File: config.mk
export PLATFORM = sky130hd
export DESIGN_NAME = fp_minmax_unit
export DESIGN_NICKNAME = d
export VERILOG_FILES = /design/src/rtl/fpmm_pkg.sv /design/src/rtl/fpmm_operand.sv /design/src/rtl/fpmm_order.sv /design/src/rtl/fp_minmax_unit.sv
export SDC_FILE = /design/constraint.sdc
export NUM_CORES = 1
export LEC_CHECK = 0
export BUFFER_PORTS_ARGS = -buffer_cell sky130_fd_sc_hd__buf_2
export CORE_MARGIN = 4
export CORE_UTILIZATION = 48
export CTS_CLUSTER_SIZE = 10
export DETAILED_ROUTE_END_ITERATION = 8
export GPL_TIMING_DRIVEN = 0
export PLACE_DENSITY = 0.84
export SLEW_MARGIN = 25
export SYNTH_ARGS = -nofsm -noshare
export SYNTH_HDL_FRONTEND = slang
export SYNTH_SLANG_ARGS = --single-unit
File: constraint.sdc
create_clock -name clk -period 5.9 [get_ports clk]
set_clock_uncertainty 0.2 [all_clocks]
set_input_delay 1.18 -clock clk [delete_from_list [all_inputs] [get_ports clk]]
set_output_delay 1.18 -clock clk [all_outputs]
set_load 0.1 [all_outputs]
File: src/rtl/fpmm_pkg.sv
package fpmm_pkg;

    localparam int unsigned XLEN = 64;

    localparam int unsigned H_EXP = 5;
    localparam int unsigned H_MAN = 10;
    localparam int unsigned S_EXP = 8;
    localparam int unsigned S_MAN = 23;
    localparam int unsigned D_EXP = 11;
    localparam int unsigned D_MAN = 52;
    localparam int unsigned H_W   = 1 + H_EXP + H_MAN;
    localparam int unsigned S_W   = 1 + S_EXP + S_MAN;
    localparam int unsigned D_W   = 1 + D_EXP + D_MAN;

    localparam logic [4:0] FUNC_SINGLE = 5'h14;
    localparam logic [4:0] FUNC_DOUBLE = 5'h15;
    localparam logic [4:0] FUNC_HALF   = 5'h16;

    localparam logic [XLEN-1:0] CANON_H = 64'h0000_0000_0000_7E00;
    localparam logic [XLEN-1:0] CANON_S = 64'h0000_0000_7FC0_0000;
    localparam logic [XLEN-1:0] CANON_D = 64'h7FF8_0000_0000_0000;

    typedef enum logic [1:0] {
        FMT_HALF   = 2'd0,
        FMT_SINGLE = 2'd1,
        FMT_DOUBLE = 2'd2
    } fmt_e;

    typedef struct packed {
        logic [XLEN-1:0] value;
        logic            sign;
        logic [XLEN-2:0] mag;
        logic            zero;
        logic            nan;
        logic            snan;
    } opnd_t;

    typedef struct packed {
        logic            vld;
        logic [XLEN-1:0] data;
        logic            nv;
    } out_state_t;

    function automatic fmt_e decode_fmt(input logic [4:0] code);
        fmt_e f;
        case (code)
            FUNC_HALF:   f = FMT_HALF;
            FUNC_SINGLE: f = FMT_SINGLE;
            default:     f = FMT_DOUBLE;
        endcase
        return f;
    endfunction

    function automatic logic [XLEN-1:0] canon_nan(input fmt_e f);
        logic [XLEN-1:0] c;
        case (f)
            FMT_HALF:   c = CANON_H;
            FMT_SINGLE: c = CANON_S;
            default:    c = CANON_D;
        endcase
        return c;
    endfunction

    function automatic logic [XLEN-1:0] nan_box(input logic [XLEN-1:0] v, input fmt_e f);
        logic [XLEN-1:0] r;
        case (f)
            FMT_HALF:   r = {{(XLEN-H_W){1'b1}}, v[H_W-1:0]};
            FMT_SINGLE: r = {{(XLEN-S_W){1'b1}}, v[S_W-1:0]};
            default:    r = v;
        endcase
        return r;
    endfunction

endpackage

File: src/rtl/fpmm_operand.sv
module fpmm_operand
    import fpmm_pkg::*;
(
    input  logic [XLEN-1:0] src_i,
    input  fmt_e            fmt_i,
    output opnd_t           opnd_o
);

    localparam int unsigned H_PAD = XLEN - H_W;
    localparam int unsigned S_PAD = XLEN - S_W;

    logic [XLEN-1:0] val;
    logic            exp_ones;
    logic            man_nz;
    logic            man_top;

    always_comb begin
        val      = src_i;
        exp_ones = 1'b0;
        man_nz   = 1'b0;
        man_top  = 1'b0;
        opnd_o   = '0;
        case (fmt_i)
            FMT_HALF: begin
                val = (&src_i[XLEN-1:H_W]) ? {{H_PAD{1'b0}}, src_i[H_W-1:0]} : CANON_H;
                exp_ones     = &val[H_W-2 -: H_EXP];
                man_nz       = |val[H_MAN-1:0];
                man_top      = val[H_MAN-1];
                opnd_o.sign  = val[H_W-1];
                opnd_o.mag   = {{H_PAD{1'b0}}, val[H_W-2:0]};
            end
            FMT_SINGLE: begin
                val = (&src_i[XLEN-1:S_W]) ? {{S_PAD{1'b0}}, src_i[S_W-1:0]} : CANON_S;
                exp_ones     = &val[S_W-2 -: S_EXP];
                man_nz       = |val[S_MAN-1:0];
                man_top      = val[S_MAN-1];
                opnd_o.sign  = val[S_W-1];
                opnd_o.mag   = {{S_PAD{1'b0}}, val[S_W-2:0]};
            end
            default: begin
                val          = src_i;
                exp_ones     = &val[D_W-2 -: D_EXP];
                man_nz       = |val[D_MAN-1:0];
                man_top      = val[D_MAN-1];
                opnd_o.sign  = val[D_W-1];
                opnd_o.mag   = val[D_W-2:0];
            end
        endcase
        opnd_o.value = val;
        opnd_o.zero  = (opnd_o.mag == '0);
        opnd_o.nan   = exp_ones && man_nz;
        opnd_o.snan  = exp_ones && man_nz && !man_top;
    end

endmodule

File: src/rtl/fpmm_order.sv
module fpmm_order
    import fpmm_pkg::*;
(
    input  opnd_t x_i,
    input  opnd_t y_i,
    output logic  lt_o,
    output logic  eq_o
);

    logic unordered;
    logic both_zero;

    always_comb begin
        unordered = x_i.nan || y_i.nan;
        both_zero = x_i.zero && y_i.zero;
        eq_o = !unordered &&
               (both_zero || ((x_i.sign == y_i.sign) && (x_i.mag == y_i.mag)));
        if (unordered || both_zero) begin
            lt_o = 1'b0;
        end else if (x_i.sign != y_i.sign) begin
            lt_o = x_i.sign;
        end else if (x_i.sign) begin
            lt_o = x_i.mag > y_i.mag;
        end else begin
            lt_o = x_i.mag < y_i.mag;
        end
    end

endmodule

File: src/rtl/fp_minmax_unit.sv
module fp_minmax_unit
    import fpmm_pkg::*;
(
    input  logic            clk,
    input  logic            rst,
    input  logic            in_valid,
    input  logic [4:0]      fmt_code,
    input  logic            op_sel,
    input  logic [63:0]     src_a,
    input  logic [63:0]     src_b,
    output logic            out_valid,
    output logic [63:0]     result,
    output logic            invalid
);

    localparam int unsigned N_OPND = 2;

    fmt_e            fmt;
    logic [XLEN-1:0] src   [N_OPND];
    opnd_t           opnd  [N_OPND];
    logic            lt_ab, eq_ab, lt_ba, eq_ba;
    logic            pick_a;
    logic [XLEN-1:0] chosen;
    out_state_t      state_d, state_q;

    assign fmt    = decode_fmt(fmt_code);
    assign src[0] = src_a;
    assign src[1] = src_b;

    for (genvar g = 0; g < N_OPND; g++) begin : g_opnd
        fpmm_operand u_opnd (
            .src_i  (src[g]),
            .fmt_i  (fmt),
            .opnd_o (opnd[g])
        );
    end

    fpmm_order u_ord_ab (
        .x_i  (opnd[0]),
        .y_i  (opnd[1]),
        .lt_o (lt_ab),
        .eq_o (eq_ab)
    );

    fpmm_order u_ord_ba (
        .x_i  (opnd[1]),
        .y_i  (opnd[0]),
        .lt_o (lt_ba),
        .eq_o (eq_ba)
    );

    always_comb begin
        state_d     = state_q;
        state_d.vld = in_valid;
        if (op_sel) begin
            pick_a = lt_ba || (eq_ba && opnd[1].sign);
        end else begin
            pick_a = lt_ab || (eq_ab && opnd[0].sign);
        end
        pick_a = pick_a || opnd[1].nan;
        if (opnd[0].nan && opnd[1].nan) begin
            chosen = canon_nan(fmt);
        end else if (pick_a) begin
            chosen = opnd[0].value;
        end else begin
            chosen = opnd[1].value;
        end
        if (in_valid) begin
            state_d.data = nan_box(chosen, fmt);
            state_d.nv   = opnd[0].snan || opnd[1].snan;
        end
    end

    always_ff @(posedge clk) begin
        if (rst) begin
            state_q <= '0;
        end else begin
            state_q <= state_d;
        end
    end

    assign out_valid = state_q.vld;
    assign result    = state_q.data;
    assign invalid   = state_q.nv;

endmodule

==> reports/metrics.yaml, run 1 <==
placement:
  port-buffer-count: 201
  placed_cells: 1304
  dpl.hpwl_um: 24600
  routabilityCongestion: 1.05
drt:
  first_pass_iters: 8
  routed_wl_um: 31800
  drt_iter0_markers: 1170
  wl_per_cell_um: 23.6
  ant_nets: 0
  post_drt_via_cell_ratio: 6.82
  route.detailed.drc: 0
  routed-via-count: 9189
synth:
  async_flop_share_pct: 0
  synth.area.top_cells: "dfxtp_1, ha_1, o21ai_0"
  seq_area_frac_synth_pct: 19.9
  ys.flop_type: "dfxtp_1"
  yosysTopAreaCellShare_pct: 19.9
  synth_enable_flop_cells: 0
  yosys_warnings: 0
  ys_types: 74
  synthCells: 927
  syn_avg_cell_area_um2: 7.18
  ys_ff_latch: 66
  syn_nets: 1124
  yosys.area.top_type: "dfxtp_1"
  synth_area_um2: 6650
final_layout:
  fin_cells: 1348
  register_area_um2: 1320
  final_common_cell: "buf_2"
  multi_input_area_um2: 5320
  layout.nets: 1364
  most-common-layout-cells: "buf_2, o21ai_0, nand2_1"
  n_fill_cell: 1232
  diodes: 0
  drive_gt1_share_pct: 28.0
  area_growth_pct: 31.4
clocking:
  clk_pin_slew_ps: 60
  ctsHoldBuffers: 0
  cts_buffers: 9
  htree_levels: 3
  clkLatencyLatePin_ps: 350
  clock_path_buffers: 2
  cts_tree: "built"
  clock_sinks: 66
  cts_root_buffer: "clkbuf_16"
pwr:
  p_leak_nw: 3.90
  power.share.sequential_pct: 25.8
  p_sw_share_pct: 48.3
  internal-power_mw: 1.03
  pwr-share-clk_pct: 25.5
  pwr_density_cell_nw_per_um2: 228
  ir_worst_vdd_uv: 144
  p_switching_mw: 0.960
  pwr-share-comb_pct: 48.6
sta:
  period_needed_ps: 5870
  setup_tns_ps: 0
  slew_violations: 0
  fmax_mhz: 170
  maxSlewHeadroom_pct: 42.7
  setup_violations: 0
  finalCritPeriodShare_pct: 99.6
  worst_pin_slew_ps: 852
  final_hold_viol_count: 0
worst_hold_path:
  hp-class: "flop to flop"
  hold_start: "result[7]$_SDFFE_PP0P_"
floorplanning:
  dieArea_um2: 15800
  start_util_pct: 49.6
  core_um2: 13400
  fp.dieW_um: 126
  die_h_um: 126
  num_io_pins: 203
  num_rows: 42
worst_setup_path:
  criticalPathCategory: "primary input to flop"
  cp_max_fo: 10
  arrival_ps: 5950
  start_kind: "primary input"
  crit_start: "src_a[62]"
  max_stage_delay_ps: 420
  crit_path_cell_trace: "buf_2, nand4_1, nor3_4, and3_1, a21oi_1, a21oi_2, ha_1, a21o_1, a21o_1, a21oi_1, nand2_1, o311ai_2, nand3_2, o21bai_4, nor3b_4, mux2_2, buf_2, buf_2, nand3_1, nand3_1"
  crit_slowest_cell: "o311ai_2"
  crit_top_cell: "buf_2"
  r2r_start: "result[16]$_SDFFE_PP0P_"
  endpoint_kind: "flop"
  crit_required_ps: 5980
global_route:
  grt_start_max_net_pins: 13
  grt_pass1_vias: 8378
  antenna_found_initial: 1
  track_usage_pct: 37.9
  overflow: 0
  grt_pass1_wl_um: 47400
run_status:
  status: "complete, no violations"
run:
  maxCapViolCount: 0
-- power groups by stage --
stage	clock, mW	combinational, mW	sequential (mW)
after floorplan	0	0.319	0.836
final	0.508	0.967	0.514
after CTS	0.510	0.911	0.512
after global routing	0.526	1.01	0.518
after global placement	0	0.883	0.520
after detailed placement	0	0.889	0.522
-- stage by stage --
| stage | utilization (%) | power (mW) | hold slack [ps] | setup WS (ps) | instance area (um^2) |
|---|---|---|---|---|---|
| after floorplan | - | 1.15 | 713 | 184 | 6650 |
| after global placement | 58.8 | 1.40 | 246 | -1910 | 7880 |
| after detailed placement | 58.8 | 1.41 | 247 | -2010 | 7880 |
| after CTS | 62.5 | 1.93 | 261 | 9.87 | 8370 |
| after global routing | 65.2 | 2.06 | 283 | -54.0 | 8740 |
| final | 65.2 | 1.99 | 258 | 25.3 | 8740 |
-- cell families (layout without fill, tap and decap cells) --
| logic type | after synthesis | after routing | synth area share, % |
|---|---|---|---|
| adders and majority gates | 61 | 61 | 11.5 |
| buffers and inverters | 70 | 315 | 4.21 |
| and+or+nand+nor | 420 | 420 | 34.2 |
| xor gates and xnor gates | 3 | 3 | 0.395 |
| DFF | 66 | 66 | 19.9 |
| muxes | 4 | 4 | 0.639 |
| AOI/OAI and AO/OA | 303 | 303 | 29.3 |
-- final timing paths --
kind / to / slack, ps / cells past startpoint
worst max-delay path: result[16]$_SDFFE_PP0P_ / 30 / 20
worst min-delay path: result[7]$_SDFFE_PP0P_ / 260 / 2
worst max register to register: result[16]$_SDFFE_PP0P_ / 4330 / 4
worst min register to register: result[7]$_SDFFE_PP0P_ / 260 / 2
-- cell usage after synthesis (4+ instances only) --
library cell / count
a211oi_1: 6
a21o_1: 22
a21oi_1: 41
a311oi_1: 9
a31oi_1: 45
and2_1: 49
and3_1: 4
buf_1: 8
buf_2: 10
clkbuf_1: 43
dfxtp_1: 66
ha_1: 60
inv_1: 7
nand2_1: 96
nand3_1: 58
nand4_1: 45
nand4b_1: 5
nor2_1: 66
nor2b_1: 6
nor3_1: 19
nor4_1: 30
o211a_1: 4
o211ai_1: 6
o21a_1: 10
o21ai_0: 105
o21ai_1: 4
o21bai_1: 9
o311ai_0: 4
or3_1: 7
or4_1: 5
-- area by class of cell --
cell class / instances / area share (%)
multi-input combinational: 791 / 60.9
sequential: 66 / 15.1
timing repair buffer: 230 / 14.3
buffer: 62 / 3.86
clock buffer: 10 / 2.62
tap: 176 / 2.52
clock inverter: 6 / 0.472
inverter: 7 / 0.301
-- state kept, by name, summed over array words and instances, names as in the netlist --
name	flops
result	64
invalid	1
out_valid	1
-- per-layer routing --
layer	share of wire (%)	vias to the layer above	track usage, %
li1	-	4055	-
met1	39	4273	51.2
met2	43	732	56.9
met3	14	127	11.5
met4	4.2	2	14.3
met5	0.041	-	0
-- critical path: cells and delay by family --
family | cells | cell delay, ps
and+or+nand+nor | 8 | 1780
buffers and inverters | 3 | 740
muxes | 1 | 260
adders and majority gates | 1 | 270
AOI/OAI and AO/OA | 7 | 1730
-- what timing repair did --
action,CTS,global route
buffers inserted,8,21
endpoints found under the hold margin,0,0
endpoints found under the setup margin,64,64
gates resized for setup,47,59
pin swaps,7,18
Note: power is estimated with default switching activity, not from simulation.
==> run 2, diff against run 1 <==
--- a/config.mk
+++ b/config.mk
@@ -11,7 +11,8 @@
 export CTS_CLUSTER_SIZE = 10
 export DETAILED_ROUTE_END_ITERATION = 8
 export GPL_TIMING_DRIVEN = 0
-export PLACE_DENSITY = 0.84
+export MAX_ROUTING_LAYER = met4
+export PLACE_DENSITY = 0.74
 export SLEW_MARGIN = 25
 export SYNTH_ARGS = -nofsm -noshare
 export SYNTH_HDL_FRONTEND = slang
==> run 2 against run 1 <==
  * Combinational power grew 0.7%
  * Clock-buffer cell count grew 1
  * Non-clock buffer count down 9
  * Die area did not move
  * Critical path depth is 2 higher
  * Clock power grew 17%
  * Design area about the same
  * Core utilization about the same
  * Wire length up 2.1%
  * Sequential power about the same
  * Via count down 0.75%
  * Sequential cell count is the same
  * Largest cell class unchanged
  * Largest power group unchanged
==> reports/metrics.yaml, run 2 (synthesized netlist as in run 1, its figures left out) <==
run_status:
  status: "complete, no violations"
final_layout:
  most-common-layout-cells: "buf_2, o21ai_0, nand2_1"
  layout.nets: 1355  # -0.66%
  diodes: 0  # unchanged
  drive_gt1_share_pct: 27.7  # -0.30 points
  area_growth_pct: 31.4  # about the same
  largest_reg_flops: 64  # unchanged
  fin_cells: 1339  # -0.67%
  n_fill_cell: 1259  # +2.2%
  final_common_cell: "buf_2"
global_route:
  grt_start_max_net_pins: 13  # unchanged
  antenna_found_initial: 0  # -1
  grt_pass1_vias: 8363  # -0.18%
  grt_pass1_wl_um: 47900  # +1.0%
  track_usage_pct: 39.4  # +1.5 points
  overflow: 0  # unchanged
floorplanning:
  dieArea_um2: 15800  # unchanged
  die_h_um: 126  # unchanged
  num_rows: 42  # unchanged
  fp.dieW_um: 126  # unchanged
  core_um2: 13400  # unchanged
  start_util_pct: 49.6  # unchanged
  num_io_pins: 203  # unchanged
drt:
  wl_met1_um: 13000  # +4.4%
  first_pass_iters: 7  # -1
  ant_nets: 0  # unchanged
  drt_iter0_markers: 1302  # +11%
  routed-via-count: 9120  # -0.75%
  wl_per_cell_um: 24.3  # +2.8%
  routed.top_layer: "met4"
  wl_met2_um: 13900  # +1.4%
  routed_wl_um: 32500  # +2.1%
  route.detailed.drc: 0  # unchanged
  wl_met3_um: 4300  # -0.72%
  post_drt_via_cell_ratio: 6.81  # about the same
worst_setup_path:
  crit_required_ps: 5930  # -50 ps
  start_kind: "primary input"
  crit_top_cell: "a21o_1"
  criticalPathCategory: "primary input to flop"
  arrival_ps: 5890  # -60 ps
  r2r_start: "result[16]$_SDFFE_PP0P_"
  endpoint_kind: "flop"
  crit_family: "compound AO/OA/AOI/OAI gates"
  timing.rr.end: "result[16]$_SDFFE_PP0P_"
  cp_max_fo: 10  # unchanged
  ff2ff_setup_slack_ps: 4560  # +230 ps
  critPathBufInv: 5  # +2
  max_stage_delay_ps: 370  # -50 ps
  crit_path_cell_trace: "buf_2, nand4_1, nor4_4, buf_4, nand4_2, and2_1, clkbuf_2, a21o_1, ha_1, a21o_1, a21o_1, a21oi_2, nand2_1, o311ai_4, nand3_2, o21bai_4, o31a_1, nand3_2, buf_6, nor2_1, clkbuf_4, a221o_1"
  crit_slowest_cell: "o311ai_4"
  ff2ff_path_depth: 4  # unchanged
clocking:
  clock_path_buffers: 2  # unchanged
  cts_tree: "built"
  cts_root_buffer: "clkbuf_16"
  clk_pin_slew_ps: 60  # about the same
  ctsHoldBuffers: 0  # unchanged
  htree_levels: 3  # unchanged
  clkLatencyLatePin_ps: 350  # about the same
  cts_buffers: 9  # unchanged
  clock_sinks: 66  # unchanged
sta:
  fmax_mhz: 171  # +0.36%
  maxSlewHeadroom_pct: 44.6  # +1.9 points
  period_needed_ps: 5850  # -20.8 ps
  finalCritPeriodShare_pct: 99.2  # -0.35 points
  final_hold_viol_count: 0  # unchanged
  post-route-worst-setup-slack_ps: 46.1  # +20.8 ps
  worst_pin_slew_ps: 823  # -28.3 ps
  setup_violations: 0  # unchanged
  slew_violations: 0  # unchanged
  worst_hold_slack_ps: 257  # -1.68 ps
worst_hold_path:
  hold_start: "result[4]$_SDFFE_PP0P_"
  whs_endpoint: "result[4]$_SDFFE_PP0P_"
  hp-class: "flop to flop"
  holdPathStages: 2  # unchanged
placement:
  port-buffer-count: 201  # unchanged
  routabilityCongestion: 1.04  # -1.2%
  placed_cells: 1304  # unchanged
  dp_slack_ps: -2060  # -50.7 ps
  dpl.hpwl_um: 25200  # +2.2%
run:
  maxCapViolCount: 0  # unchanged
pwr:
  p_leak_nw: 3.89  # -0.23%
  finalPower_mw: 2.08  # +4.5%
  pwr_density_cell_nw_per_um2: 238  # +4.5%
  ir_worst_vdd_uv: 216  # +50%
[run 2: cell types whose count changed in the layout (fill, tap and decap cells not counted), moves of 2 or more]
cell / change
clkinvlp_4: -2
a21oi_1: -2
clkbuf_8: +2
buf_2: -3
nand3_2: +2
a21oi_2: +2
a311oi_2: -4
a311oi_1: +4
buf_4: -7
o21ai_1: -5
o21ai_0: +5
[run 2: area by class of cell]
type | instances | area (um^2) | area share (%)
plain buffers | 62 | 352 | 4.02
clock buffers | 11 | 253 | 2.89
clock inverters | 5 | 60.1 | 0.687
inverters | 7 | 26.3 | 0.301
multi-input cells | 791 | 5330 | 61.0
flip-flops and latches | 66 | 1320 | 15.1
well taps | 176 | 220 | 2.52
repair buffers | 221 | 1180 | 13.5
[run 2: routing by layer]
layer,up-vias,global-route usage (%)
met4,0,14.0
met5,-,-
li1,4038,-
met2,720,56.8
met1,4249,53.2
met3,113,10.2
[run 2: worst max path at each step]
stage	from	endpoint	slack [ps]	cells past startpoint
after global routing	src_a[39]	result[0]$_SDFFE_PP0P_	-20	22
after floorplan	fmt_code[3]	result[18]$_SDFFE_PP0P_	180	20
after global placement	fmt_code[3]	result[59]$_SDFFE_PP0P_	-2040	22
after CTS	src_a[30]	result[50]$_SDFFE_PP0P_	20	19
final	src_b[32]	result[0]$_SDFFE_PP0P_	50	22
after detailed placement	fmt_code[3]	result[56]$_SDFFE_PP0P_	-2060	22
[run 2: what timing repair did]
action | CTS | global route
setup endpoints to repair | 64 | 64
buffers inserted | 6 | 13
pin swaps | 7 | 14
gates cloned | 0 | 1
gates resized for setup | 56 | 55
[run 2: tightest hold or removal path: stages, from the launching register on]
cell	delay, ps
dfxtp_1	320
nand2_1	50
o311ai_1	60
[run 2: power breakdown]
| group | switching [mW] | internal [mW] |
|---|---|---|
| Clock | 0.240 | 0.352 |
| Sequential | 0.0224 | 0.490 |
| Combinational | 0.721 | 0.252 |
| Total | 0.983 | 1.09 |
[run 2: through the flow]
step                TNS [ps]  utilization (%)  instance area, um^2
finish                     0             65.2                 8740
global route           -48.3             65.2                 8740
CTS                        0             62.9                 8430
detailed placement   -118850             58.8                 7880
global placement     -116640             58.8                 7880
floorplan                  0                -                 6650
